`src/rtl/spireg_pkg.sv`:
```
package spireg_pkg;

  localparam int ADDR_W = 5;
  localparam int BANK_W = 2;
  localparam int BYTE_W = 8;

  typedef enum logic [1:0] {
    OP_READ  = 2'd0,
    OP_WRITE = 2'd1,
    OP_SET   = 2'd2,
    OP_CLEAR = 2'd3
  } reg_op_e;

  typedef struct packed {
    logic [BANK_W-1:0] bank;
    logic [ADDR_W-1:0] addr;
  } reg_id_t;

  typedef enum logic [1:0] {
    PH_CLR  = 2'd0,
    PH_SET  = 2'd1,
    PH_MAIN = 2'd2
  } phase_e;

  localparam logic [2:0] OPC_READ  = 3'b000;
  localparam logic [2:0] OPC_WRITE = 3'b010;
  localparam logic [2:0] OPC_SET   = 3'b100;
  localparam logic [2:0] OPC_CLEAR = 3'b101;

  localparam logic [ADDR_W-1:0] SHARED_LO  = 5'h1B;
  localparam logic [ADDR_W-1:0] CTRL1_ADDR = 5'h1F;
  localparam logic [BYTE_W-1:0] BANK_MASK  = 8'h03;

  function automatic logic [2:0] opcode_of(reg_op_e op);
    case (op)
      OP_READ:  return OPC_READ;
      OP_WRITE: return OPC_WRITE;
      OP_SET:   return OPC_SET;
      default:  return OPC_CLEAR;
    endcase
  endfunction

endpackage

```
`src/rtl/spi_byte_shifter.sv`:
```
module spi_byte_shifter #(
  parameter int CLK_DIV = 2
) (
  input  logic       clk,
  input  logic       rst_n,
  input  logic       start,
  input  logic [7:0] tx_byte,
  input  logic       miso,
  output logic       sclk,
  output logic       mosi,
  output logic       active,
  output logic       done,
  output logic [7:0] rx_byte
);
  localparam int CNT_W = (CLK_DIV > 1) ? $clog2(CLK_DIV) : 1;
  localparam logic [CNT_W-1:0] CNT_LAST = CNT_W'(CLK_DIV - 1);

  logic [CNT_W-1:0] div_cnt;
  logic [2:0]       bit_idx;
  logic [7:0]       sh_tx;
  logic [7:0]       sh_rx;

  always_ff @(posedge clk or negedge rst_n) begin
    if (!rst_n) begin
      active  <= 1'b0;
      sclk    <= 1'b0;
      done    <= 1'b0;
      div_cnt <= '0;
      bit_idx <= '0;
      sh_tx   <= '0;
      sh_rx   <= '0;
    end else begin
      done <= 1'b0;
      if (!active) begin
        if (start) begin
          active  <= 1'b1;
          sh_tx   <= tx_byte;
          div_cnt <= '0;
          bit_idx <= '0;
          sclk    <= 1'b0;
        end
      end else if (div_cnt == CNT_LAST) begin
        div_cnt <= '0;
        if (!sclk) begin
          sclk  <= 1'b1;
          sh_rx <= {sh_rx[6:0], miso};
        end else begin
          sclk <= 1'b0;
          if (bit_idx == 3'd7) begin
            active <= 1'b0;
            done   <= 1'b1;
          end else begin
            bit_idx <= bit_idx + 3'd1;
            sh_tx   <= {sh_tx[6:0], 1'b0};
          end
        end
      end else begin
        div_cnt <= div_cnt + CNT_W'(1);
      end
    end
  end

  assign mosi    = active & sh_tx[7];
  assign rx_byte = sh_rx;

  p_start_idle_r12: assert property (@(posedge clk) disable iff (!rst_n)
    start |-> !active);
  p_sclk_idle_r12: assert property (@(posedge clk) disable iff (!rst_n)
    done |-> !sclk);

endmodule

```
`src/rtl/bank_cache.sv`:
```
module bank_cache
  import spireg_pkg::*;
(
  input  logic              clk,
  input  logic              rst_n,
  input  logic              sw_done,
  input  logic [BANK_W-1:0] sw_bank,
  input  logic              snoop_en,
  input  reg_op_e           snoop_op,
  input  logic [BANK_W-1:0] snoop_wbits,
  input  logic [BANK_W-1:0] snoop_rbits,
  output logic              known,
  output logic [BANK_W-1:0] bank
);
  localparam logic [BANK_W-1:0] FULL = '1;

  always_ff @(posedge clk or negedge rst_n) begin
    if (!rst_n) begin
      known <= 1'b0;
      bank  <= '0;
    end else if (sw_done) begin
      known <= 1'b1;
      bank  <= sw_bank;
    end else if (snoop_en) begin
      case (snoop_op)
        OP_WRITE: begin known <= 1'b1; bank <= snoop_wbits; end
        OP_READ:  begin known <= 1'b1; bank <= snoop_rbits; end
        OP_SET: begin
          if (known) bank <= bank | snoop_wbits;
          else if (snoop_wbits == FULL) begin known <= 1'b1; bank <= FULL; end
        end
        default: begin
          if (known) bank <= bank & ~snoop_wbits;
          else if (snoop_wbits == FULL) begin known <= 1'b1; bank <= '0; end
        end
      endcase
    end
  end

  p_switch_learn_r8: assert property (@(posedge clk) disable iff (!rst_n)
    sw_done |=> known && (bank == $past(sw_bank)));
  p_one_source_r10: assert property (@(posedge clk) disable iff (!rst_n)
    !(sw_done && snoop_en));

endmodule

```
`src/rtl/txn_sequencer.sv`:
```
module txn_sequencer
  import spireg_pkg::*;
(
  input  logic              clk,
  input  logic              rst_n,
  input  logic              req_valid,
  output logic              req_ready,
  input  logic [1:0]        req_op,
  input  logic [6:0]        req_reg,
  input  logic [7:0]        req_wdata,
  input  logic              req_macphy,
  output logic              rsp_valid,
  output logic [7:0]        rsp_rdata,
  output logic              busy,
  output logic              cs_n,
  output logic              sh_start,
  output logic [7:0]        sh_tx,
  input  logic              sh_done,
  input  logic [7:0]        sh_rx,
  input  logic              cache_known,
  input  logic [BANK_W-1:0] cache_bank,
  output logic              sw_done,
  output logic [BANK_W-1:0] sw_bank,
  output logic              snoop_en,
  output reg_op_e           snoop_op,
  output logic [BANK_W-1:0] snoop_wbits,
  output logic [BANK_W-1:0] snoop_rbits
);
  typedef enum logic [1:0] {ST_IDLE, ST_LEAD, ST_SHIFT, ST_GAP} state_e;

  state_e     state;
  phase_e     phase;
  logic [1:0] idx;
  reg_op_e    op_q;
  reg_id_t    id_q;
  logic [7:0] wdata_q;
  logic       macphy_q;
  logic [7:0] rdata_q;

  reg_id_t    id_in;
  logic       need_switch;
  logic [1:0] last_idx;

  assign id_in = reg_id_t'(req_reg);
  assign need_switch = (id_in.addr < SHARED_LO) &&
                       (!cache_known || (cache_bank != id_in.bank));
  assign last_idx = (phase == PH_MAIN && op_q == OP_READ && macphy_q) ? 2'd2 : 2'd1;

  always_ff @(posedge clk or negedge rst_n) begin
    if (!rst_n) begin
      state    <= ST_IDLE;
      phase    <= PH_MAIN;
      idx      <= '0;
      op_q     <= OP_READ;
      id_q     <= '0;
      wdata_q  <= '0;
      macphy_q <= 1'b0;
      rdata_q  <= '0;
    end else begin
      case (state)
        ST_IDLE: begin
          if (req_valid) begin
            op_q     <= reg_op_e'(req_op);
            id_q     <= id_in;
            wdata_q  <= req_wdata;
            macphy_q <= req_macphy;
            phase    <= need_switch ? PH_CLR : PH_MAIN;
            idx      <= '0;
            state    <= ST_LEAD;
          end
        end
        ST_LEAD: state <= ST_SHIFT;
        ST_SHIFT: begin
          if (sh_done) begin
            if (idx == last_idx) begin
              state <= ST_GAP;
              if (phase == PH_MAIN) rdata_q <= (op_q == OP_READ) ? sh_rx : 8'h00;
            end else begin
              idx   <= idx + 2'd1;
              state <= ST_LEAD;
            end
          end
        end
        default: begin
          idx <= '0;
          case (phase)
            PH_CLR: begin
              phase <= (id_q.bank != '0) ? PH_SET : PH_MAIN;
              state <= ST_LEAD;
            end
            PH_SET: begin
              phase <= PH_MAIN;
              state <= ST_LEAD;
            end
            default: state <= ST_IDLE;
          endcase
        end
      endcase
    end
  end

  always_comb begin
    sh_tx = 8'h00;
    case (phase)
      PH_CLR:  sh_tx = (idx == 2'd0) ? {OPC_CLEAR, CTRL1_ADDR} : BANK_MASK;
      PH_SET:  sh_tx = (idx == 2'd0) ? {OPC_SET, CTRL1_ADDR} : {{(8-BANK_W){1'b0}}, id_q.bank};
      default: begin
        if (idx == 2'd0)          sh_tx = {opcode_of(op_q), id_q.addr};
        else if (op_q != OP_READ) sh_tx = wdata_q;
      end
    endcase
  end

  assign req_ready   = (state == ST_IDLE);
  assign busy        = (state != ST_IDLE);
  assign cs_n        = !(state == ST_LEAD || state == ST_SHIFT);
  assign sh_start    = (state == ST_LEAD);
  assign rsp_valid   = (state == ST_GAP) && (phase == PH_MAIN);
  assign rsp_rdata   = rdata_q;
  assign sw_done     = (state == ST_GAP) &&
                       (phase == PH_SET || (phase == PH_CLR && id_q.bank == '0));
  assign sw_bank     = id_q.bank;
  assign snoop_en    = rsp_valid && (id_q.addr == CTRL1_ADDR);
  assign snoop_op    = op_q;
  assign snoop_wbits = wdata_q[BANK_W-1:0];
  assign snoop_rbits = rdata_q[BANK_W-1:0];

  p_done_busy_r11: assert property (@(posedge clk) disable iff (!rst_n)
    rsp_valid |-> busy);
  p_accept_busy_r11: assert property (@(posedge clk) disable iff (!rst_n)
    (req_valid && req_ready) |=> (busy && !req_ready));
  p_done_pulse_r11: assert property (@(posedge clk) disable iff (!rst_n)
    rsp_valid |=> !rsp_valid);
  p_shared_noswitch_r9: assert property (@(posedge clk) disable iff (!rst_n)
    (state == ST_LEAD && phase != PH_MAIN) |-> (id_q.addr < SHARED_LO));
  p_cs_release_r6: assert property (@(posedge clk) disable iff (!rst_n)
    (state == ST_SHIFT && sh_done && idx == last_idx) |=> cs_n);

endmodule

```
`src/rtl/banked_spi_regctl.sv`:
```
module banked_spi_regctl
  import spireg_pkg::*;
#(
  parameter int CLK_DIV = 2
) (
  input  logic       clk,
  input  logic       rst_n,
  input  logic       req_valid,
  output logic       req_ready,
  input  logic [1:0] req_op,
  input  logic [6:0] req_reg,
  input  logic [7:0] req_wdata,
  input  logic       req_macphy,
  output logic       rsp_valid,
  output logic [7:0] rsp_rdata,
  output logic       busy,
  output logic       spi_cs_n,
  output logic       spi_sclk,
  output logic       spi_mosi,
  input  logic       spi_miso
);
  logic              sh_start, sh_done, sh_active;
  logic [7:0]        sh_tx, sh_rx;
  logic              cache_known;
  logic [BANK_W-1:0] cache_bank;
  logic              sw_done;
  logic [BANK_W-1:0] sw_bank;
  logic              snoop_en;
  reg_op_e           snoop_op;
  logic [BANK_W-1:0] snoop_wbits, snoop_rbits;

  txn_sequencer u_seq (
    .clk         (clk),
    .rst_n       (rst_n),
    .req_valid   (req_valid),
    .req_ready   (req_ready),
    .req_op      (req_op),
    .req_reg     (req_reg),
    .req_wdata   (req_wdata),
    .req_macphy  (req_macphy),
    .rsp_valid   (rsp_valid),
    .rsp_rdata   (rsp_rdata),
    .busy        (busy),
    .cs_n        (spi_cs_n),
    .sh_start    (sh_start),
    .sh_tx       (sh_tx),
    .sh_done     (sh_done),
    .sh_rx       (sh_rx),
    .cache_known (cache_known),
    .cache_bank  (cache_bank),
    .sw_done     (sw_done),
    .sw_bank     (sw_bank),
    .snoop_en    (snoop_en),
    .snoop_op    (snoop_op),
    .snoop_wbits (snoop_wbits),
    .snoop_rbits (snoop_rbits)
  );

  spi_byte_shifter #(.CLK_DIV(CLK_DIV)) u_shift (
    .clk     (clk),
    .rst_n   (rst_n),
    .start   (sh_start),
    .tx_byte (sh_tx),
    .miso    (spi_miso),
    .sclk    (spi_sclk),
    .mosi    (spi_mosi),
    .active  (sh_active),
    .done    (sh_done),
    .rx_byte (sh_rx)
  );

  bank_cache u_bank (
    .clk         (clk),
    .rst_n       (rst_n),
    .sw_done     (sw_done),
    .sw_bank     (sw_bank),
    .snoop_en    (snoop_en),
    .snoop_op    (snoop_op),
    .snoop_wbits (snoop_wbits),
    .snoop_rbits (snoop_rbits),
    .known       (cache_known),
    .bank        (cache_bank)
  );

  p_sclk_cs_r12: assert property (@(posedge clk) disable iff (!rst_n)
    spi_cs_n |-> !spi_sclk);
  p_shift_in_frame_r3: assert property (@(posedge clk) disable iff (!rst_n)
    sh_active |-> !spi_cs_n);

endmodule

```
`config.mk`:
```
export PLATFORM = sky130hd
export DESIGN_NAME = banked_spi_regctl
export DESIGN_NICKNAME = d
export VERILOG_FILES = /design/src/rtl/spireg_pkg.sv /design/src/rtl/spi_byte_shifter.sv /design/src/rtl/bank_cache.sv /design/src/rtl/txn_sequencer.sv /design/src/rtl/banked_spi_regctl.sv
export SDC_FILE = /design/constraint.sdc
export NUM_CORES = 1
export LEC_CHECK = 0
export ABC_AREA = 1
export BUFFER_PORTS_ARGS = -buffer_cell sky130_fd_sc_hd__buf_2
export CAP_MARGIN = 20
export CORE_AREA = 3 3 62 92
export CTS_CLUSTER_SIZE = 20
export DETAILED_ROUTE_END_ITERATION = 10
export DIE_AREA = 0 0 65 95
export PLACE_DENSITY = 0.86
export SYNTH_ARGS = -nofsm -noshare
export SYNTH_HDL_FRONTEND = slang
export SYNTH_SLANG_ARGS = --single-unit
export TNS_END_PERCENT = 20
```
`constraint.sdc`:
```
create_clock -name clk -period 2.09 [get_ports clk]
set_input_delay 0.418 -clock clk [delete_from_list [all_inputs] [get_ports clk]]
set_output_delay 0.418 -clock clk [all_outputs]
set_load 0.01 [all_outputs]
```
; Word level (Yosys, flattened, before mapping)
; Index checks and enable logic that the tools add are counted.
[totals]
register_bits = 58
input_bits = 22
output_inout_bits = 14
elab_cells = 143
[op_classes]
addsub = 3
n_lt_le_gt_ge = 1
eq_ne = 19
n_mux = 59
bitwise = 7
reduce_logical = 36
[ops]
columns = op, count
row1 = 8-bit two-way mux, 10
row2 = 2-bit two-way mux, 16
row3 = 1-bit two-way mux, 21
row4 = 2-bit case mux with 3 select lines, 3
row5 = 8-bit case mux with 2 select lines, 1
row6 = 3-bit two-way mux, 5
row7 = 4-bit AND reduction, 3
row8 = 2-bit equality test (second input constant), 5
row9 = 2-bit logical NOT, 5
row10 = 2-bit nonzero test, 5
row11 = 3-bit case mux with 3 select lines, 1
row12 = 3-bit AND reduction, 3
row13 = 2-bit inequality test (second input constant), 4
row14 = 2-bit case mux with 2 select lines, 2
row15 = 1-bit logical AND, 7
row16 = 2-bit by 1-bit equality test with 1-bit output (second input constant), 3
row17 = 2-bit AND reduction, 3
row18 = 2-bit OR reduction, 3
row19 = 5-bit equality test (second input constant), 1
row20 = 5-bit < comparator (second input constant), 1
row21 = 5-bit nonzero test, 1
row22 = 2-bit by 1-bit inequality test with 1-bit output (second input constant), 2
row23 = 4-bit by 2-bit inequality test with 1-bit output (second input constant), 1
row24 = 3-bit by 1-bit adder with 3-bit output (second input constant), 1
row25 = other kinds (13), 18

; Depth between registers and ports, before layout
; Gate-level depths: netlist of the first run.
[depth]
ltp_word = 8
mapped_depth = 10
mapped_depth_nobuf = 9

; Cells and area by module
; A second synthesis of the first run with hierarchy kept.
[hier_totals]
cells_unflattened = 387
hier_area_um2 = 3204.3
[by_module_without_submodules]
columns = module, n_inst, cells_per_inst, area_per_inst_um2, seq_area_each_um2
row1 = txn_sequencer, 1, 214, 1855.5, 802.0
row2 = spi_byte_shifter, 1, 129, 1089.8, 575.6
row3 = bank_cache, 1, 44, 259.0, 75.1

; Least setup slack after synthesis of the first run
; No wires, ideal clock.
[synth_timing]
kind = register -> register
from = reg u_seq.state[0]
to = reg u_seq.state[0]
setup_time_ns = 0.129
arrival_ns = 1.434
t_required_ns = 1.961
setup_slack_ns = 0.527
stages_incl_launch_ff = 9
path_buffers = 0
synth_period_minus_slack_ns = 1.563
cell_sequence = dfrtp_1 > inv_1 > ha_1 > inv_2 > or2_1 > o21ai_1 > inv_1 > o21ai_0 > o21ai_0
[synth_between]
elab_chain_cells = 3
word_cells_on_any_way = 7
classes_between = 4 x eq/ne / 1 x mux / 2 x reduce/logical
[synth_rtl]
columns = element, line
row1 = start: declaration, txn_sequencer.sv:31  ; state_e state;
row2 = start signal: assignment, txn_sequencer.sv:51  ; state <= ST_IDLE;
row3 = start signal: assignment, txn_sequencer.sv:69  ; state <= ST_LEAD;
row4 = start signal: assignment, txn_sequencer.sv:72  ; ST_LEAD: state <= ST_SHIFT;
row5 = 2-bit logical NOT (*), --
row6 = net req_ready, banked_spi_regctl.sv:9  ; output logic req_ready,
row7 = 2-bit inequality test (no line), --
row8 = 2-bit AND reduction (no line), --
; Mark *: on every way through the listed nets, which the timed path passes. The rest lies on a longest branch.
; A chain may end at the register's enable or synchronous reset.

; Final worst setup path of the first run
[layout_timing]
from = reg u_seq.phase[1]
to = out rsp_valid
[layout_between]
elab_chain_cells = 2
[layout_rtl]
columns = element, line
row1 = start: declaration, txn_sequencer.sv:32  ; phase_e phase;
row2 = start signal: assignment, txn_sequencer.sv:67  ; phase <= need_switch ? PH_CLR : PH_MAIN;
row3 = start signal: assignment, txn_sequencer.sv:88  ; phase <= (id_q.bank != '0) ? PH_SET : PH_MAIN;
row4 = 2-bit equality test, txn_sequencer.sv:118  ; assign rsp_valid = (state == ST_GAP) && (phase == PH_MAIN);
row5 = 1-bit logical AND, txn_sequencer.sv:118
row6 = end: declaration, banked_spi_regctl.sv:14  ; output logic rsp_valid,
; Every way passes these cells.

==> results of run 1 <==
==> kinds of logic after synthesis <==
| kind of cell | share of synthesized area (%) |
|---|---|
| multiplexers | 2.671 |
| buffers and inverters | 7.672 |
| AND/OR/NAND/NOR | 26.58 |
| AO/OA/AOI/OAI | 10.60 |
| XOR/XNOR | 0.2968 |
| adder cells (fa/ha/maj) | 2.967 |
| flip-flops | 49.22 |
==> power groups by stage <==
stage | logic (mW) | clock network (mW) | registers [mW]
after detailed placement | 0.0645 | 0 | 1.16
after global routing | 0.0731 | 0.934 | 1.14
after CTS | 0.0652 | 0.877 | 1.14
final | 0.0631 | 0.867 | 1.14
after floorplan | 0.0124 | 0 | 1.15
after global placement | 0.0634 | 0 | 1.15
==> synth_stat cells, types with 5 or more instances <==
cell      n  share of area, %
a21oi_1  19               3.2
ha_1      7               3.0
dfrtp_1  57                48
nor3_1    7               1.2
nand3_1  21               3.6
mux2_2    7               2.7
inv_1    37               4.7
nand4_1  11               2.3
o21ai_0  28               4.7
nand2_1  86                11
o21ai_1   5              0.85
nor2_1   42               5.3
inv_2     5              0.64
==> stage by stage <==
step	cells	instance area, sq um	hold slack, ns
floorplan	364	2952	0.1224
global placement	457	3176	0.4094
detailed placement	457	3176	0.4033
CTS	473	3339	0.04569
global route	473	3339	0.07184
finish	473	3339	0.03601
==> routing by layer <==
metal  up-vias  routed length [um]  part of all wire [%]
li1       1257                   -                     -
met1      1188                2481                    39
met2        87                3448                    54
met3        19                 274                   4.3
met4         0                 185                   2.9
met5         -                   0                     0
==> sequential cells by signal, indices dropped and copies added, names as in the netlist <==
| name | flops |
|---|---|
| u_shift.sh_tx | 8 |
| u_seq.id_q | 5 |
| u_bank.known | 1 |
| u_seq.sw_bank | 2 |
| u_seq.wdata_q | 8 |
| u_shift.active | 1 |
| u_seq.rsp_rdata | 8 |
| u_shift.div_cnt | 1 |
| u_seq.phase | 2 |
| u_bank.bank | 2 |
| u_shift.bit_idx | 3 |
| u_shift.sclk | 1 |
| u_shift.done | 1 |
| u_shift.rx_byte | 8 |
| u_seq.snoop_op | 2 |
| u_seq.macphy_q | 1 |
| u_seq.idx | 2 |
| u_seq.state | 2 |
==> path summary, 6_finish.rpt <==
kind | start | end | slack [ns] | depth (start not counted)
worst min register to register | u_seq.rsp_rdata[5] | u_seq.rsp_rdata[5] | 0.47 | 2
min in group clk | req_wdata[6] | u_seq.wdata_q[6] | 0.32 | 2
worst max register to register | u_seq.state[0] | u_seq.state[0] | 0.35 | 8
worst max-delay path | u_seq.phase[1] | rsp_valid | 0.22 | 3
worst min-delay path | rst_n | u_shift.sh_tx[5] | 0.04 | 1
max in group asynchronous | rst_n | u_seq.phase[1] | 1.43 | 2
==> final cells by class <==
type,count,share of cell area [%]
clock buffers,13,4.459
clock inverters,3,0.4496
inverters,42,4.721
multi-input cells,253,38.10
flip-flops and latches,58,43.50
well taps,66,2.473
repair buffers,38,6.295
==> critical path: stages (launching register included) <==
cell and delay (ns):
dfstp_2 0.62, nand2_1 0.15, nor2_2 0.18, buf_2 0.16
==> run metrics, run 1 <==
outcome=complete, no violations; fin crit period=1.870 ns; cell-internal power=1.613 mW; ys flop type=dfrtp_1; Distinct cells, synth=31; Clk pin slew, worst setup/hold paths=0.06 ns; Worst VDD drop=0.0004254 V; FMAX=534.8 MHz; RSZ-0062 raised after global routing=false; CTS Buf Count=9; Flop pwr share=55.0%; Post-CTS Setup Inserts=0; Setup Slack @ Placement=0.3463 ns; CTS Buffer Depth=2; Worst EP arrival=1.45 ns; global routing's busiest layer=met2; area of the multi-input gates=1272 sq um; vias in the first global route=2505; Seq/Total Area, Yosys=49.22%; PostCTS Resize Cnt=0; Area Growth Syn to Fin=13.14%; Max-Cap Viols=0; Max Slew Vio Count=0; met2 Resource Use GR=42.19%; sw frac=21.92%; highest-count cells in the layout ignoring fill and taps=nand2_1, dfrtp_1, nor2_1; Routed Antenna Nets=0; element type at the critical path end=output pin; Initial DRC Count=144; Power Dens Cells=618.4 nW/um^2; Layout Utilization=67.79%; pin count of the biggest net entering global routing=30; GRT Total Usage=22.97%; die area=6175 sq um; setup violators final=0; Synth Instances=364; CTS tree=built; Reg area=1453 sq um; average size of a mapped cell=8.109 sq um; LEAKAGE=1.803 nW; initial antenna violation count=0; M3 GR Usage=4.405%; Slew @ Worst Pin=0.4811 ns; Slew headroom=67.85%; most common cell after layout, fill and taps aside=nand2_1; Mapped Area=2952 sq um; DR pass1 iterations=5; final HPWL from detailed placement=4869 um; synthesis-stage register bit count=58; total net switching power=0.4526 mW; Clk network pwr share=42.0%; routability cong.=0.9469; share of layout cells above drive strength 1=17.94%; EDFF count, synth=0; Die Y=95 um; Die W=65 um; worst-path fanout max=9; Vias/cell=5.393; CTS sink cnt=58; H-tree levels=3; CTS root buf=clkbuf_8; Net Count, Synth=393; Ant. Diodes=0; asr flop ratio synth=100.0%; vias=2551; clock insertion delay at the later pin of the skew report=0.33 ns; first-pass GRT wire length=10730 um; Worst setup SP type=flip-flop; Worst Path Required=1.67 ns; # fillers=406; overall power=2.065 mW; number of synthesis warnings=0; CP Class=flip-flop to output pin; routed len/inst=13.51 um; I/O pin cnt=36; CTS Hold Bufs=0; port bufs=35; min-delay worst type=input pin to async pin; Placeable Area=4926 sq um; global route total overflow=0; setup_tns=0 ns; nets@finish=431; skew final=0.005476 ns; part of the cycle the worst path needs=89.46%; Post-Route WL=6389 um; initial core utilization=59.92%; DRC=0; Hold Fails Final Rpt=0; floorplan row count=31; logic gate share of total power=3.1%; M1 GR Usage=24.05%; final worst setup slack=0.2202 ns
(Power assumes the default switching activity.)
==> run 2: changes to the inputs <==
Settings changed: CELL_PAD_IN_SITES_DETAIL_PLACEMENT from default to 0, CELL_PAD_IN_SITES_GLOBAL_PLACEMENT from default to 1, CORE_AREA 3 3 62 92 to 3 3 70 105, DIE_AREA 0 0 65 95 to 0 0 73 108, PLACE_DENSITY 0.86 to 0.87.
==> run 2 against run 1 <==
  * Critical path depth unchanged
  * Die area up 28%
  * Routed wire length up 3.5%
  * Design area up 0.86%
==> run metrics, run 2 (synthesis results as in run 1) <==
critical-path cell list=nand2_1, nor2_2, buf_2; final HPWL from detailed placement=5204 um (+6.9%); Reg-to-Reg Start=u_seq.state[0]; first-pass GRT wire length=11340 um (+5.7%); Die Y=108 um (+14%); Post-CTS Setup Inserts=0 (unchanged); die area=7884 sq um (+28%); Slew @ Worst Pin=0.4598 ns (-0.02129 ns); Clk network pwr share=43.0% (+1.0 points); skew final=0.006866 ns (+0.001390 ns); element type at the critical path end=output pin; part of the cycle the worst path needs=89.16% (-0.30 points); min-delay worst type=input pin to async pin; Die W=73 um (+12%); port bufs=35 (unchanged); floorplan row count=36 (+16%); Worst VDD drop=0.0004221 V (-0.77%); routability cong.=0.8402 (-11%); GRT Total Usage=18.85% (-4.1 points); DRC=0 (unchanged); setup_tns=0 ns (unchanged); vias=2482 (-2.7%); sw frac=22.06% (+0.14 points); Area Growth Syn to Fin=14.12%; share of layout cells above drive strength 1=18.83% (+0.89 points); DR pass1 iterations=4 (-1); cell-internal power=1.635 mW (+1.4%); delay-heaviest family, CP=flip-flops; initial antenna violation count=0 (unchanged); Worst EP arrival=1.45 ns (about the same); PostCTS Resize Cnt=0 (unchanged); Bufs and invs on worst path=1 (unchanged); Ant. Diodes=0 (unchanged); vias in the first global route=2513 (+0.32%); CTS Buffer Depth=2 (unchanged); CTS root buf=clkbuf_8; global route total overflow=0 (unchanged); initial core utilization=45.19% (-15 points); LEAKAGE=1.817 nW (+0.78%); Placeable Area=6531 sq um (+33%); routed len/inst=13.64 um (+0.98%); Post-Route WL=6615 um (+3.5%); FMAX=536.6 MHz (+0.34%); CTS sink cnt=58 (unchanged); Max-Cap Viols=0 (unchanged); CTS tree=built; Power Dens Cells=622.8 nW/um^2 (+0.70%); Slew headroom=69.27% (+1.4 points); Vias/cell=5.118 (-5.1%); CTS Buf Count=9 (unchanged); RSZ-0062 raised after global routing=false; crit path from=u_seq.phase[1]; CP Class=flip-flop to output pin; I/O pin cnt=36 (unchanged); setup violators final=0 (unchanged); most common cell after layout, fill and taps aside=nand2_1; Hold Fails Final Rpt=0 (unchanged); worst-path fanout max=9 (unchanged); Flop pwr share=54.1% (-0.9 points); clock insertion delay at the later pin of the skew report=0.33 ns (about the same); highest-count cells in the layout ignoring fill and taps=nand2_1, dfrtp_1, nor2_1; CTS Hold Bufs=0 (unchanged); Initial DRC Count=130 (-9.7%); total net switching power=0.4627 mW (+2.2%); CP max-delay cell=dfstp_2; fin crit period=1.864 ns (-0.006267 ns); outcome=complete, no violations; Max Slew Vio Count=0 (unchanged); Worst setup SP type=flip-flop; Placed Cells=470 (+2.8%); overall power=2.098 mW (+1.6%); nets@finish=434 (+0.70%); fin cells=485 (+2.5%); Routed Antenna Nets=0 (unchanged); Worst Path Required=1.67 ns (about the same); CP peak stage delay=0.62 ns (about the same); logic gate share of total power=2.9% (-0.2 points); H-tree levels=3 (unchanged); pin count of the biggest net entering global routing=27 (-10%); Clk pin slew, worst setup/hold paths=0.06 ns (about the same)
==> run 2: cell count changes in the layout (fill, tap and decap cells not counted) <==
cell      previous run  this run
buf_12               1         0
clkbuf_1             3         1
buf_4                2         6
clkbuf_8            10        11
==> run 2: power by group through the flow <==
stage / clock (mW) / combinational [mW] / sequential [mW]
floorplan: 0 / 0.0124 / 1.15
detailed placement: 0 / 0.0638 / 1.16
finish: 0.902 / 0.0607 / 1.13
CTS: 0.929 / 0.0639 / 1.13
global placement: 0 / 0.0631 / 1.16
global route: 0.974 / 0.0717 / 1.13
==> run 2: area by class of cell <==
cell class	count	area, sq um
Fill cell	649	3163
Multi-Input combinational cell	253	1272
Tap cell	76	95.09
Inverter	42	157.7
Timing Repair Buffer	41	220.2
Clock buffer	12	155.1
Sequential cell	58	1453
Clock inverter	3	15.01
==> run 2: path summary, 6_finish.rpt <==
path | end | slack, ns | depth (start not counted)
worst max register to register | u_seq.idx[1] | 0.38 | 8
worst max-delay path | rsp_valid | 0.23 | 3
min in group clk | u_seq.wdata_q[7] | 0.31 | 2
worst min-delay path | u_shift.sh_tx[2] | 0.03 | 1
worst min register to register | u_seq.rsp_rdata[3] | 0.46 | 2
max in group asynchronous | u_seq.snoop_op[0] | 1.41 | 2
==> run 2: metrics by stage <==
step,worst slack (ns),utilization [%],hold slack [ns],instance area [sq um]
final,0.2265,51.57,0.03064,3368
after global routing,0.1485,51.57,0.04629,3368
after CTS,0.2154,51.57,0.02946,3368
after detailed placement,0.4134,48.97,0.3899,3198
after global placement,0.4264,48.97,0.3928,3198
after floorplan,0.5268,-,0.1224,2952
==> run 2: per-layer routing <==
layer | up-vias | wire, um | GRT usage (%) | part of all wire, %
li1 | 1259 | - | - | -
met2 | 44 | 3613 | 33.93 | 55
met3 | 9 | 201 | 3.721 | 3.0
met1 | 1170 | 2676 | 21.26 | 40
met4 | 0 | 123 | 7.520 | 1.9
met5 | - | 0 | 0 | 0
==> run 3: changes to the inputs <==
Settings changed: PLACE_DENSITY 0.87 to default, PLACE_DENSITY_LB_ADDON from default to 0.1.
==> run 3 against run 2 <==
  * Worst setup slack improved by 0.0025 ns
  * Via count increased by 0.56%
  * Non-clock buffer count unchanged
  * Sequential power about the same
  * Core utilization increased by 0.33 points
  * Critical endpoint unchanged
==> run metrics, run 3 (synthesis results as in run 1) <==
M1 GR Usage=24.06% (+2.8 points); Die W=73 um (unchanged); Worst Hold Slack=0.05056 ns (+0.01992 ns); highest-count cells in the layout ignoring fill and taps=nand2_1, dfrtp_1, nor2_1; CTS Buf Count=9 (unchanged); worst-path fanout max=9 (unchanged); clock insertion delay at the later pin of the skew report=0.34 ns (about the same); PostCTS Resize Cnt=0 (unchanged); cell-internal power=1.704 mW (+4.2%); Max-Cap Viols=0 (unchanged); Initial DRC Count=103 (-21%); fin crit period=1.861 ns (-0.002502 ns); Worst setup SP type=flip-flop; total net switching power=0.4615 mW (-0.26%); Placeable Area=6531 sq um (unchanged); DRC=0 (unchanged); routed len/inst=13.91 um (+2.0%); initial core utilization=45.19% (unchanged); Area Growth Syn to Fin=14.84%; DR pass1 iterations=4 (unchanged); Slew headroom=65.39% (-3.9 points); nets@finish=434 (unchanged); setup violators final=0 (unchanged); vias=2496 (+0.56%); Flop pwr share=52.4% (-1.7 points); floorplan row count=36 (unchanged); Power Dens Cells=638.8 nW/um^2 (+2.6%); Die Y=108 um (unchanged); port bufs=35 (unchanged); vias in the first global route=2544 (+1.2%); met2 Resource Use GR=32.59% (-1.3 points); crit path from=u_seq.phase[1]; Worst VDD drop=0.0003504 V (-17%); CTS Buffer Depth=2 (unchanged); Reg-to-Reg Start=u_seq.state[0]; most common cell after layout, fill and taps aside=nand2_1; outcome=complete, no violations; Worst Path Required=1.67 ns (about the same); element type at the critical path end=output pin; CTS tree=built; sw frac=21.32% (-0.74 points); part of the cycle the worst path needs=89.04% (-0.12 points); Max Slew Vio Count=0 (unchanged); share of layout cells above drive strength 1=18.29% (-0.53 points); pin count of the biggest net entering global routing=27 (unchanged); Hold Fails Final Rpt=0 (unchanged); Ant. Diodes=0 (unchanged); first-pass GRT wire length=11810 um (+4.2%); logic gate share of total power=2.9% (about the same); M3 GR Usage=3.721% (unchanged); FMAX=537.3 MHz (+0.13%); min-delay worst type=input pin to async pin; overall power=2.165 mW (+3.2%); Clk network pwr share=44.7% (+1.7 points); fin cells=486 (+0.21%); Post-Route WL=6761 um (+2.2%); Post-CTS Setup Inserts=0 (unchanged); RSZ-0062 raised after global routing=false; CTS root buf=clkbuf_8; routability cong.=0.8406 (about the same); die area=7884 sq um (unchanged); LEAKAGE=1.821 nW (+0.22%); global routing's busiest layer=met2; initial antenna violation count=0 (unchanged); Worst EP arrival=1.44 ns (about the same); H-tree levels=3 (unchanged); skew final=0.008127 ns (+0.001261 ns); GRT Total Usage=19.63% (+0.78 points); Vias/cell=5.136 (+0.36%); Slew @ Worst Pin=0.5191 ns (+0.05928 ns); I/O pin cnt=36 (unchanged); Routed Antenna Nets=0 (unchanged); CTS Hold Bufs=0 (unchanged); # fillers=649 (unchanged); setup_tns=0 ns (unchanged); Placed Cells=470 (unchanged); global route total overflow=0 (unchanged); Clk pin slew, worst setup/hold paths=0.07 ns (about the same); CP Class=flip-flop to output pin; CTS sink cnt=58 (unchanged); final HPWL from detailed placement=5168 um (-0.69%)
run 3: changes by cell type in the layout (fill, tap and decap cells not counted), sizes merged:
cell    before  now
bufinv       0    1
clkinv       3    2
clkbuf      12   13
run 3: worst paths after layout:
path	end	slack, ns	cells after the start
max	rsp_valid	0.23	3
max in group asynchronous	u_seq.phase[1]	1.45	2
max reg2reg	u_seq.idx[1]	0.42	8
min	u_shift.bit_idx[2]	0.05	1
min in group clk	u_seq.macphy_q	0.31	2
min reg2reg	u_seq.rsp_rdata[7]	0.47	2
run 3: worst max-delay path: stages, from the launching register on:
cell     delay, ns
dfstp_2       0.62
nand2_1       0.14
nor2_2        0.18
buf_2         0.16
run 3: through the flow:
stage / instance area, sq um / setup slack, ns / utilization, %
CTS: 3390 / 0.2312 / 51.90
floorplan: 2952 / 0.5268 / -
global placement: 3211 / 0.4219 / 49.16
global route: 3390 / 0.1477 / 51.90
detailed placement: 3211 / 0.4171 / 49.16
finish: 3390 / 0.2290 / 51.90
run 3: metal layers:
layer  share of wire [%]  vias up  wire length (um)
met4                 3.0        0               202
met2                  51       42              3459
met1                  43     1167              2890
met3                 3.1       18               208
met5                   0        -                 0
li1                    -     1269                 -
run 3: power by group through the flow:
stage / registers [mW] / logic (mW) / clock network, mW
floorplan: 1.15 / 0.0124 / 0
global placement: 1.15 / 0.0650 / 0
detailed placement: 1.16 / 0.0657 / 0
CTS: 1.13 / 0.0664 / 0.995
global route: 1.13 / 0.0749 / 1.04
finish: 1.13 / 0.0635 / 0.967
run 3: cell type report:
type                       count  area (sq um)  area share, %
sequential                    58          1453          42.86
clock buffer                  13         138.9          4.097
multi-input combinational    253          1272          37.54
tap                           76         95.09          2.805
inverter                      42         157.7          4.651
clock inverter                 3         40.04          1.181
timing repair buffer          41         232.7          6.866
